--- src/rtl/lcp_pkg.sv ---
package lcp_pkg;

    typedef enum logic {
        SEL_EVEN = 1'b0,
        SEL_ODD  = 1'b1
    } chan_sel_e;

    typedef struct packed {
        chan_sel_e act;
        logic      stalled;
    } pair_state_t;

    typedef struct packed {
        logic grant;
        logic handover;
    } pair_evt_t;

    function automatic chan_sel_e other_chan(input chan_sel_e s);
        return (s == SEL_ODD) ? SEL_EVEN : SEL_ODD;
    endfunction

endpackage

--- src/rtl/lcp_pair_fsm.sv ---
module lcp_pair_fsm
    import lcp_pkg::*;
#(
    parameter int CNT_W = 8
) (
    input  logic             clk,
    input  logic             rst,
    input  logic             link_a,
    input  logic             link_b,
    input  logic [CNT_W-1:0] cnt_a,
    input  logic [CNT_W-1:0] cnt_b,
    input  logic             req,
    input  logic             done,
    output logic             sel_odd,
    output pair_evt_t        evt
);

    localparam logic [CNT_W-1:0] CNT_LAST = CNT_W'(1);

    pair_state_t      st_q, st_d;
    logic             link_on;
    logic             part_link;
    logic             part_ok;
    logic [CNT_W-1:0] act_cnt;
    logic [CNT_W-1:0] part_cnt;

    always_comb begin
        link_on   = link_a | link_b;
        act_cnt   = (st_q.act == SEL_ODD) ? cnt_b  : cnt_a;
        part_cnt  = (st_q.act == SEL_ODD) ? cnt_a  : cnt_b;
        part_link = (st_q.act == SEL_ODD) ? link_a : link_b;
        part_ok   = part_link && (part_cnt != '0);
    end

    always_comb begin
        evt.grant    = link_on && req && !st_q.stalled && (act_cnt != '0);
        evt.handover = link_on && done && !st_q.stalled && (act_cnt == CNT_LAST);
    end

    always_comb begin
        st_d = st_q;
        if (!link_on) begin
            st_d.act     = SEL_EVEN;
            st_d.stalled = 1'b0;
        end else if (st_q.stalled) begin
            if (part_ok) begin
                st_d.act     = other_chan(st_q.act);
                st_d.stalled = 1'b0;
            end
        end else if (evt.handover) begin
            if (part_ok) begin
                st_d.act = other_chan(st_q.act);
            end else begin
                st_d.stalled = 1'b1;
            end
        end
    end

    always_ff @(posedge clk) begin
        if (rst) begin
            st_q <= '{act: SEL_EVEN, stalled: 1'b0};
        end else begin
            st_q <= st_d;
        end
    end

    assign sel_odd = (st_q.act == SEL_ODD);

endmodule

--- src/rtl/lcp_flag_bank.sv ---
module lcp_flag_bank #(
    parameter int NUM_PAIRS = 4
) (
    input  logic                 clk,
    input  logic                 rst,
    input  logic [NUM_PAIRS-1:0] set_i,
    input  logic [NUM_PAIRS-1:0] clr_i,
    input  logic [NUM_PAIRS-1:0] en_i,
    output logic [NUM_PAIRS-1:0] flags_o,
    output logic                 irq_o
);

    logic [NUM_PAIRS-1:0] flags_q;

    for (genvar p = 0; p < NUM_PAIRS; p++) begin : g_flag
        always_ff @(posedge clk) begin
            if (rst) begin
                flags_q[p] <= 1'b0;
            end else if (set_i[p]) begin
                flags_q[p] <= 1'b1;
            end else if (clr_i[p]) begin
                flags_q[p] <= 1'b0;
            end
        end
    end

    assign flags_o = flags_q;
    assign irq_o   = |(flags_q & en_i);

endmodule

--- src/rtl/lcp_link_ctrl.sv ---
module lcp_link_ctrl
    import lcp_pkg::*;
#(
    parameter int NUM_PAIRS = 4,
    parameter int CNT_W     = 8
) (
    input  logic                           clk,
    input  logic                           rst,
    input  logic [2*NUM_PAIRS-1:0]         link_bits,
    input  logic [2*NUM_PAIRS*CNT_W-1:0]   cnt_flat,
    input  logic [NUM_PAIRS-1:0]           xfer_req,
    input  logic [NUM_PAIRS-1:0]           xfer_done,
    input  logic [NUM_PAIRS-1:0]           flag_clr,
    input  logic [NUM_PAIRS-1:0]           irq_en,
    output logic [NUM_PAIRS-1:0]           sel_odd,
    output logic [NUM_PAIRS-1:0]           xfer_grant,
    output logic [NUM_PAIRS-1:0]           link_flag,
    output logic                           link_irq
);

    localparam int NUM_CH = 2 * NUM_PAIRS;

    pair_evt_t            evt [NUM_PAIRS];
    logic [NUM_PAIRS-1:0] handover;

    for (genvar p = 0; p < NUM_PAIRS; p++) begin : g_pair
        localparam int CH_A = 2 * p;
        localparam int CH_B = 2 * p + 1;

        lcp_pair_fsm #(.CNT_W(CNT_W)) u_fsm (
            .clk     (clk),
            .rst     (rst),
            .link_a  (link_bits[CH_A]),
            .link_b  (link_bits[CH_B]),
            .cnt_a   (cnt_flat[CH_A*CNT_W +: CNT_W]),
            .cnt_b   (cnt_flat[CH_B*CNT_W +: CNT_W]),
            .req     (xfer_req[p]),
            .done    (xfer_done[p]),
            .sel_odd (sel_odd[p]),
            .evt     (evt[p])
        );

        assign xfer_grant[p] = evt[p].grant;
        assign handover[p]   = evt[p].handover;
    end

    lcp_flag_bank #(.NUM_PAIRS(NUM_PAIRS)) u_flags (
        .clk     (clk),
        .rst     (rst),
        .set_i   (handover),
        .clr_i   (flag_clr),
        .en_i    (irq_en),
        .flags_o (link_flag),
        .irq_o   (link_irq)
    );

    if (NUM_CH < 2) begin : g_bad_cfg
        initial $display("lcp_link_ctrl: NUM_PAIRS must be at least 1");
    end

endmodule

--- config.mk ---
export PLATFORM = sky130hd
export DESIGN_NAME = lcp_link_ctrl
export DESIGN_NICKNAME = d
export VERILOG_FILES = /design/src/rtl/lcp_pkg.sv /design/src/rtl/lcp_pair_fsm.sv /design/src/rtl/lcp_flag_bank.sv /design/src/rtl/lcp_link_ctrl.sv
export SDC_FILE = /design/constraint.sdc
export NUM_CORES = 1
export LEC_CHECK = 0
export ABC_AREA = 1
export BUFFER_PORTS_ARGS = -buffer_cell sky130_fd_sc_hd__buf_2
export CAP_MARGIN = 20
export CELL_PAD_IN_SITES_DETAIL_PLACEMENT = 1
export CELL_PAD_IN_SITES_GLOBAL_PLACEMENT = 1
export CORE_AREA = 2 2 62 107
export DETAILED_ROUTE_END_ITERATION = 10
export DIE_AREA = 0 0 64 109
export GPL_TIMING_DRIVEN = 1
export MAX_ROUTING_LAYER = met4
export PLACE_DENSITY = 0.76
export SETUP_SLACK_MARGIN = 0.3
export SYNTH_ARGS = -nofsm -noshare
export SYNTH_HDL_FRONTEND = slang
export SYNTH_SLANG_ARGS = --single-unit
--- constraint.sdc ---
create_clock -name clk -period 1.36 [get_ports clk]
set_clock_uncertainty 0.1 [all_clocks]
set_input_delay 0.068 -clock clk [delete_from_list [all_inputs] [get_ports clk]]
set_output_delay 0.068 -clock clk [all_outputs]
set_load 0.02 [all_outputs]
After elaboration in Yosys (flattened, before gate mapping). Index checks and enable logic that the tools add are counted.

Flip-flop bits (word level): 12. Input bits: 90. Output and inout port bits: 13.

Equal/unequal tests: 4. Mux-type cells: 44. Bitwise logic cells: 9. Reduce and logical (&&, ||, !) cells: 57.

Operator list (count): 8-bit two-way mux (8); 8-bit nonzero test (8); 8-bit by 1-bit equality test with 1-bit output (second input constant) (4); 1-bit logical AND (28); 1-bit two-way mux (24); 2-bit two-way mux (12); 2-bit nonzero test (8); 2-bit AND reduction (4); 2-bit OR reduction (4); 4-bit AND (1); 1-bit logical NOT (4); 1-bit inverter (4); 1-bit bitwise OR (4); 4-bit OR reduction (1).

Depth between registers and ports, before layout. Gate-level depths: netlist of the first run.

Depth after elaboration: 6. Depth in mapped cells: 10.

Cells and area by module. Synthesis of the first run repeated with hierarchy kept, for this count alone.

Cell total of the unflattened synthesis: 293. Area total of the unflattened synthesis: 1445.1 um^2.

Modules (own cells, without submodules): lcp_pair_fsm (instances 4, cells each 66, area an instance 316.6 um^2); lcp_flag_bank (instances 1, cells each 29, area an instance 178.9 um^2).

Least setup slack after synthesis of the first run. Ideal clock, no wire load.

Path type: register -> register. From: register g_pair[3].u_fsm.st_q (netlist bit g_pair[3].u_fsm.sel_odd). To: register g_pair[3].u_fsm.st_q (netlist bit g_pair[3].u_fsm.sel_odd). Data arrival time: 1.040 ns. Required time: 1.142 ns. Path slack: 0.101 ns. Stages on the path, launching flop included: 10. Path buffers: 0. Clock period less this slack: 1.259 ns. Path through: dfxtp_1 inv_2 nand2_1 nand3_1 nor2_1 nand3_1 nand2_2 nand2_1 nand2_1 a21boi_2.

Longest elaborated chain between the ends: 5. Elaborated cells between the ends (all ways): 14. Classes of those cells: 1 x eq/ne; 8 x mux; 5 x reduce/logical.

Ends and longest elaborated chain: start: declaration (line lcp_pair_fsm.sv:20) `pair_state_t st_q, st_d;`; start signal: assignment (line lcp_pair_fsm.sv:61) `st_q <= '{act: SEL_EVEN, stalled: 1'b0};`; start signal: assignment (line lcp_pair_fsm.sv:63) `st_q <= st_d;`; 8-bit two-way mux (line lcp_pair_fsm.sv:29) `act_cnt = (st_q.act == SEL_ODD) ? cnt_b : cnt_a;`; 8-bit by 1-bit equality test with 1-bit output (line lcp_pair_fsm.sv:37) `evt.handover = link_on && done && !st_q.stalled && (act_cnt == CNT_LAST);`; 1-bit logical AND (line lcp_pair_fsm.sv:37); 2-bit nonzero test (no line); 2-bit AND reduction (no line).

Several ways; a longest one is shown, not always the timed one. The select of a mux whose other input is x is not followed. A chain may end at the register's enable or synchronous reset.

Worst setup path in the final report of the first run.
From: register g_pair[0].u_fsm.st_q (netlist bit g_pair[0].u_fsm.sel_odd). To: output xfer_grant[0].

Longest elaborated chain between the ends: 3.

Ends and longest elaborated chain: start: declaration (line lcp_pair_fsm.sv:20); start signal: assignment (line lcp_pair_fsm.sv:61); start signal: assignment (line lcp_pair_fsm.sv:63); 8-bit two-way mux (line lcp_pair_fsm.sv:29); 8-bit nonzero test (line lcp_pair_fsm.sv:36) `evt.grant = link_on && req && !st_q.stalled && (act_cnt != '0);`; 1-bit logical AND (line lcp_pair_fsm.sv:36); end: declaration (line lcp_link_ctrl.sv:16) `output logic [NUM_PAIRS-1:0] xfer_grant,`.

Every way passes these cells.

==> flow_summary_export.csv, run 1 <==
group,metric,value,unit
job,drv_cap,0,
timing,rsz0062_at_grt,"yes",
timing,slew-limit-headroom,86.0,%
placement,dp.final_hpwl,3970,microns
synthesis,synth_common_cells,"53 x nand2_1, 40 x nor2_1, 28 x nand3_1, 22 x inv_1",
critical_path,start_kind,"flop",
global_routing,grt_max_degree,9,
timing,tns,-0.0674,ns
critical_path,critical_path_class,"reg -> out",
pwr,p_sw,293,uW
pwr,comb_power_share,31.2,%
critical_path,cp_cell_sequence,"inv_4, o21ai_2, nand2_1, nor2_4, a31oi_4, buf_6",
timing,whs,-0.00276,ns
pwr,ir_worst_vdd,0.219,mV
finish,drive_above_1_share,53.5,%
synthesis,synth_enable_flop_cells,0,
synthesis,async_reset_ff_share,0,%
floorplan,initial_core_util,19.3,%
pwr,leakage,1.09,nW
synthesis,syn_inst,214,
status,violations,"negative hold slack, negative setup slack",
global_routing,grt_first_pass_wirelength,7440,microns
pwr,swShare,27.7,%
critical_path,cp_max_fo,6,
routing,drcViolationCount,0,
floorplan,pin_count,103,
clocking,numCtsBuffers,3,
timing,worst_slew_pin_slew,0.210,ns
floorplan,die_area,0.00698,sq mm
critical_path,path_buf_inv,2,
synthesis,synth_area_per_cell,5.52,sq um
clocking,clk_pin_slew,0.05,ns
floorplan,core,0.00613,sq mm
synthesis,syn_area,0.00118,sq mm
routing,drtIter0Drc,20,
clocking,clock-sinks,12,
critical_path,worst-endpoint-arrival,1.23,ns
synthesis,synth_area_leaders,"dfxtp_1 20%, nand2_1 17%, nor2_1 13%",
synthesis,synth_most_common_cell,"nand2_1",
synthesis,yosys.area.top_type_share,20.3,%
global_routing,grt_pass1_vias,1914,
finish,antenna_cells,0,
pwr,seq_power_share,32.6,%
routing,vias,1815,
hold_path,hold_path_class,"in -> reg",
synthesis,ys_ff_latch,12,
critical_path,cp.required,1.19,ns
clocking,ctsRootBufferMaster,"clkbuf_8",
timing,period_needed,1.39,ns
pwr,pwr-share-clk,36.2,%
global_routing,antenna_found_initial,0,
global_routing,grt_usage,13.3,%
pwr,p_int,764,uW
clocking,cts_max_path_buffers,2,
floorplan,rows,38,
placement,portBuffers,102,
timing,slew_viol_final,0,
routing,routed_wl,4830,microns
critical_path,slowest_delay,0.38,ns
finish,finish.net_count,424,
status,outcome,"finished with violations",
finish,area_delta_synth_final,84.5,%
synthesis,yosysWarnings,0,
synthesis,synthesis.nets,304,
synthesis,ys_types,18,
clocking,clk_latency,0.24,ns
routing,drtPass1Iterations,4,
synthesis,yosysSeqAreaShare,20.3,%
placement,dp.cells,388,
synthesis,synth_top_flop_cell,"dfxtp_1",
clocking,ctsHtreeMaxLevel,1,
synthesis,yosys.area.top_type,"dfxtp_1",
routing,drtAntennaViolNets,0,
routing,routedWlPerCell,11.7,microns
clocking,cts_tree,"done",
timing,fin_crit_sh,102,%
critical_path,critPathSlowestCell,"dfxtp_4",
placement,postPlaceCellArea,0.00177,sq mm
finish,final_cells,413,
timing,hold_viol_final,1,
timing,finalSetupViolCount,4,
critical_path,crit_family,"flip-flops",
timing,setup_slack,-0.0334,ns
floorplan,die_h,109,microns
floorplan,die_w,64,microns
placement,place_congestion,0.812,
finish,stdcell_area,0.00218,sq mm
global_routing,overflow,0,
timing,fmax,718,MHz
pwr,power.density,485,mW/mm^2
critical_path,endpoint_kind,"output pin",
routing,viasPerCell,4.39,
==> power groups by stage <==
stage / clock [mW] / combinational [mW] / sequential (mW)
6_report: 0.383 / 0.330 / 0.344
5_1_grt: 0.416 / 0.367 / 0.344
4_1_cts: 0.396 / 0.311 / 0.344
3_5_place_dp: 0 / 0.284 / 0.352
3_3_place_gp: 0 / 0.280 / 0.352
2_1_floorplan: 0 / 0.126 / 0.352
==> placed cells by master (no fill, tap or decap), types with 6 or more instances in the layout <==
cell type  count
o21ai_0        6
nand4_1        7
nand2_1       42
buf_4         13
buf_2         96
buf_6          9
o21ai_2        8
a21oi_2        6
nor2_1        40
inv_1         22
nand3_1       25
nand2_2       15
==> per-stage QoR <==
stage	setup WS (ns)	util (%)	hold WS [ns]	power, mW
3_5_place_dp	0.0361	28.9	0.230	0.636
2_1_floorplan	0.179	-	0.0371	0.478
6_report	-0.0334	35.5	-0.00276	1.06
5_1_grt	-0.117	35.5	0.0209	1.13
3_3_place_gp	0.0619	28.9	0.227	0.632
4_1_cts	-0.0329	33.1	0.00986	1.05
==> state kept, by name (all words and copies together), names as in the netlist <==
signal / cells
g_pair.u_fsm.sel_odd: 4
u_flags.flags_o: 4
g_pair.u_fsm.st_q: 4
==> worst reg2reg max path, delay by kind of cell, from the launching register on <==
family | cells | cell delay, ns
and+or+nand+nor | 6 | 0.51
DFF | 1 | 0.38
AOI/OAI and AO/OA | 2 | 0.11
buffers and inverters | 2 | 0.17
==> per-layer routing <==
layer / GRT usage, % / part of all wire [%] / vias to the layer above
met3: 1.96 / 2.8 / 8
met1: 11.5 / 32 / 845
met4: 2.48 / 1.5 / 0
met2: 28.7 / 64 / 34
met5: - / 0 / -
li1: - / - / 928
==> area by class of cell <==
class                      instances  area [sq um]
fill                             832          3950
multi-input combinational        168           925
sequential                        12           260
timing repair buffer             123           729
inverter                          26           110
clock buffer                       4          55.1
tap                               80           100
==> logic make-up after synthesis <==
| group | Yosys count | share of synthesized area (%) |
|---|---|---|
| flops | 12 | 20.3 |
| simple gates | 141 | 53.3 |
| compound gates | 27 | 13.0 |
| buf+inv | 34 | 13.3 |
==> final timing paths <==
path / from / end / slack, ns / cells after the start
max: g_pair[0].u_fsm.sel_odd / xfer_grant[0] / -0.03 / 6
min: flag_clr[3] / u_flags.flags_o[3] / -0.003 / 4
max reg2reg: g_pair[0].u_fsm.sel_odd / g_pair[0].u_fsm.sel_odd / -0.01 / 10
min reg2reg: u_flags.flags_o[3] / u_flags.flags_o[3] / 0.38 / 2
==> repair_timing <==
item	CTS	global route
pin swaps	13	21
setup buffers	10	6
setup endpoints to repair	17	18
gates cloned	0	0
hold buffers	5	0
endpoints found under the hold margin	3	0
gates resized for setup	22	30
Power figures use the tool's default switching activity.
==> run 2: changes to the inputs <==
- BUFFER_PORTS_ARGS: -buffer_cell sky130_fd_sc_hd__buf_2 -> unset
- CORE_AREA: 2 2 62 107 -> 2 2 49 85
- DIE_AREA: 0 0 64 109 -> 0 0 51 87
- DONT_BUFFER_PORTS: unset -> 1
- PLACE_DENSITY: 0.76 -> unset
- PLACE_DENSITY_LB_ADDON: unset -> 0.1
- SKIP_LAST_GASP: unset -> 1
==> run 2 against run 1 <==
The flow still finishes with violations (negative hold slack, negative setup slack). Via count is 18% lower. Core utilization is 7.8 points higher. Clock power is 1% higher. Critical endpoint is now xfer_grant[2]. Largest power group unchanged.
==> flow_summary_export.csv, run 2 (same netlist as run 1, synthesis figures left out) <==
group,metric,value,unit
status,outcome,"finished with violations",
status,violations,"negative hold slack, negative setup slack",
critical_path,crit_family,"flip-flops",
finish,final_util,43.3,%
critical_path,critPathSlowestCell,"dfxtp_4",
timing,finalSetupViolCount,3,
clocking,cts_max_path_buffers,2,
finish,final_cell_mix,"44 x nand2_1, 39 x nor2_1, 24 x nand3_1",
timing,fin_crit_sh,103,%
critical_path,start_kind,"flop",
routing,drtPass1Iterations,3,
clocking,clock-sinks,12,
critical_path,slowest_delay,0.36,ns
routing,drcViolationCount,0,
floorplan,core,0.00379,sq mm
timing,rsz0062_at_grt,"yes",
critical_path,cp_cell_sequence,"o21ai_0, nand2_1, nor2_2, a31oi_2, buf_4",
routing,routed_wl,3960,microns
floorplan,die_h,87,microns
clocking,ctsHtreeMaxLevel,1,
finish,area_delta_synth_final,39.1,%
placement,dp.cells,262,
floorplan,pin_count,103,
timing,period_needed,1.40,ns
floorplan,die_w,51,microns
hold_path,hold_path_class,"in -> reg",
global_routing,grt_usage,18.5,%
pwr,comb_power_share,20.7,%
routing,vias,1494,
finish,stdcell_area,0.00164,sq mm
global_routing,grt_pass1_vias,1585,
floorplan,die_area,0.00444,sq mm
placement,portBuffers,0,
critical_path,cp-endpoint,"xfer_grant[2]",
pwr,pwr-share-clk,42.4,%
pwr,ir_worst_vdd,0.271,mV
timing,slew_viol_final,0,
hold_path,holdPathStages,3,
finish,drive_above_1_share,32.5,%
critical_path,cp.depth,5,
critical_path,cp.required,1.19,ns
pwr,p_int,670,uW
clocking,clk_pin_slew,0.05,ns
clocking,numCtsBuffers,3,
global_routing,grt_max_degree,8,
floorplan,initial_core_util,31.2,%
global_routing,grt_first_pass_wirelength,6180,microns
routing,routedWlPerCell,13.9,microns
placement,place_congestion,0.774,
timing,setup_slack,-0.0436,ns
timing,hold_viol_final,1,
timing,fmax,712,MHz
placement,dp.final_hpwl,3270,microns
timing,tns,-0.0683,ns
critical_path,endpoint_kind,"output pin",
placement,postPlaceCellArea,0.00128,sq mm
critical_path,r2r_setup_slack,0.01,ns
global_routing,overflow,0,
pwr,seq_power_share,36.8,%
pwr,swShare,26.7,%
timing,worst_slew_pin_slew,0.337,ns
critical_path,startpoint,"g_pair[2].u_fsm.sel_odd",
job,drv_cap,0,
routing,drtAntennaViolNets,0,
floorplan,rows,30,
critical_path,reg2reg_to,"g_pair[0].u_fsm.sel_odd",
clocking,cts_tree,"done",
critical_path,r2r_start,"g_pair[0].u_fsm.sel_odd",
finish,antenna_cells,0,
finish,final_cells,285,
pwr,power.density,556,mW/mm^2
timing,slew-limit-headroom,77.4,%
timing,whs,-0.00128,ns
pwr,p_sw,244,uW
clocking,ctsRootBufferMaster,"clkbuf_8",
critical_path,path_buf_inv,1,
clocking,clk_latency,0.24,ns
critical_path,critical_path_class,"reg -> out",
routing,drtIter0Drc,9,
pwr,leakage,0.703,nW
routing,viasPerCell,5.24,
finish,finish.net_count,328,
global_routing,antenna_found_initial,0,
critical_path,rr_worst_depth,10,
critical_path,cp_max_fo,6,
critical_path,worst-endpoint-arrival,1.24,ns
finish,final_common_cell,"nand2_1",
run 2: through the flow:
stage | power [mW] | setup slack, ns | hold WS, ns
after floorplan | 0.478 | 0.179 | 0.0371
after global placement | 0.497 | 0.0824 | 0.0400
after detailed placement | 0.503 | 0.0311 | 0.0417
after CTS | 0.922 | -0.00792 | 0.00304
after global routing | 0.963 | -0.124 | 0.0295
final | 0.914 | -0.0436 | -0.00128
run 2: power groups by stage:
stage                     Sequential (mW)  Combinational, mW  Clock, mW
final                               0.337              0.189      0.388
after global routing                0.337              0.213      0.414
after CTS                           0.339              0.181      0.403
after detailed placement            0.352              0.151          0
after global placement              0.352              0.145          0
after floorplan                     0.352              0.126          0
run 2: worst min-delay path, stage by stage:
cell and delay, ns:
nand3_1 0.07, nand2_2 0.10, nor3b_2 0.05
run 2: area by class of cell:
type                       count  area, sq um
sequential                    12          270
timing repair buffer          27          243
inverter                      26          110
clock buffer                   4         55.1
multi-input combinational    168          905
fill                         517         2150
tap                           48         60.1
run 2: how the worst min path moves through the flow:
| stage | end | startpoint |
|---|---|---|
| after detailed placement | u_flags.flags_o[3] | rst |
| after floorplan | u_flags.flags_o[0] | rst |
| after global routing | g_pair[2].u_fsm.st_q[0] | link_bits[4] |
| after CTS | g_pair[1].u_fsm.st_q[0] | link_bits[2] |
| after global placement | u_flags.flags_o[1] | rst |
| final | g_pair[2].u_fsm.st_q[0] | link_bits[4] |
run 2: repair_timing:
action / 4_1_cts / 5_1_grt
hold buffers: 7 / 0
buffers inserted: 9 / 3
setup endpoints to repair: 17 / 19
gates resized for setup: 27 / 17
pin swaps: 13 / 11
hold endpoints to repair: 10 / 0
run 2: routing by layer:
layer / track usage [%] / up-vias / part of all wire (%)
met2: 37.7 / 80 / 57
met3: 1.55 / 2 / 7.0
li1: - / 738 / -
met1: 16.8 / 674 / 35
met4: 6.63 / 0 / 1.0
met5: - / - / 0
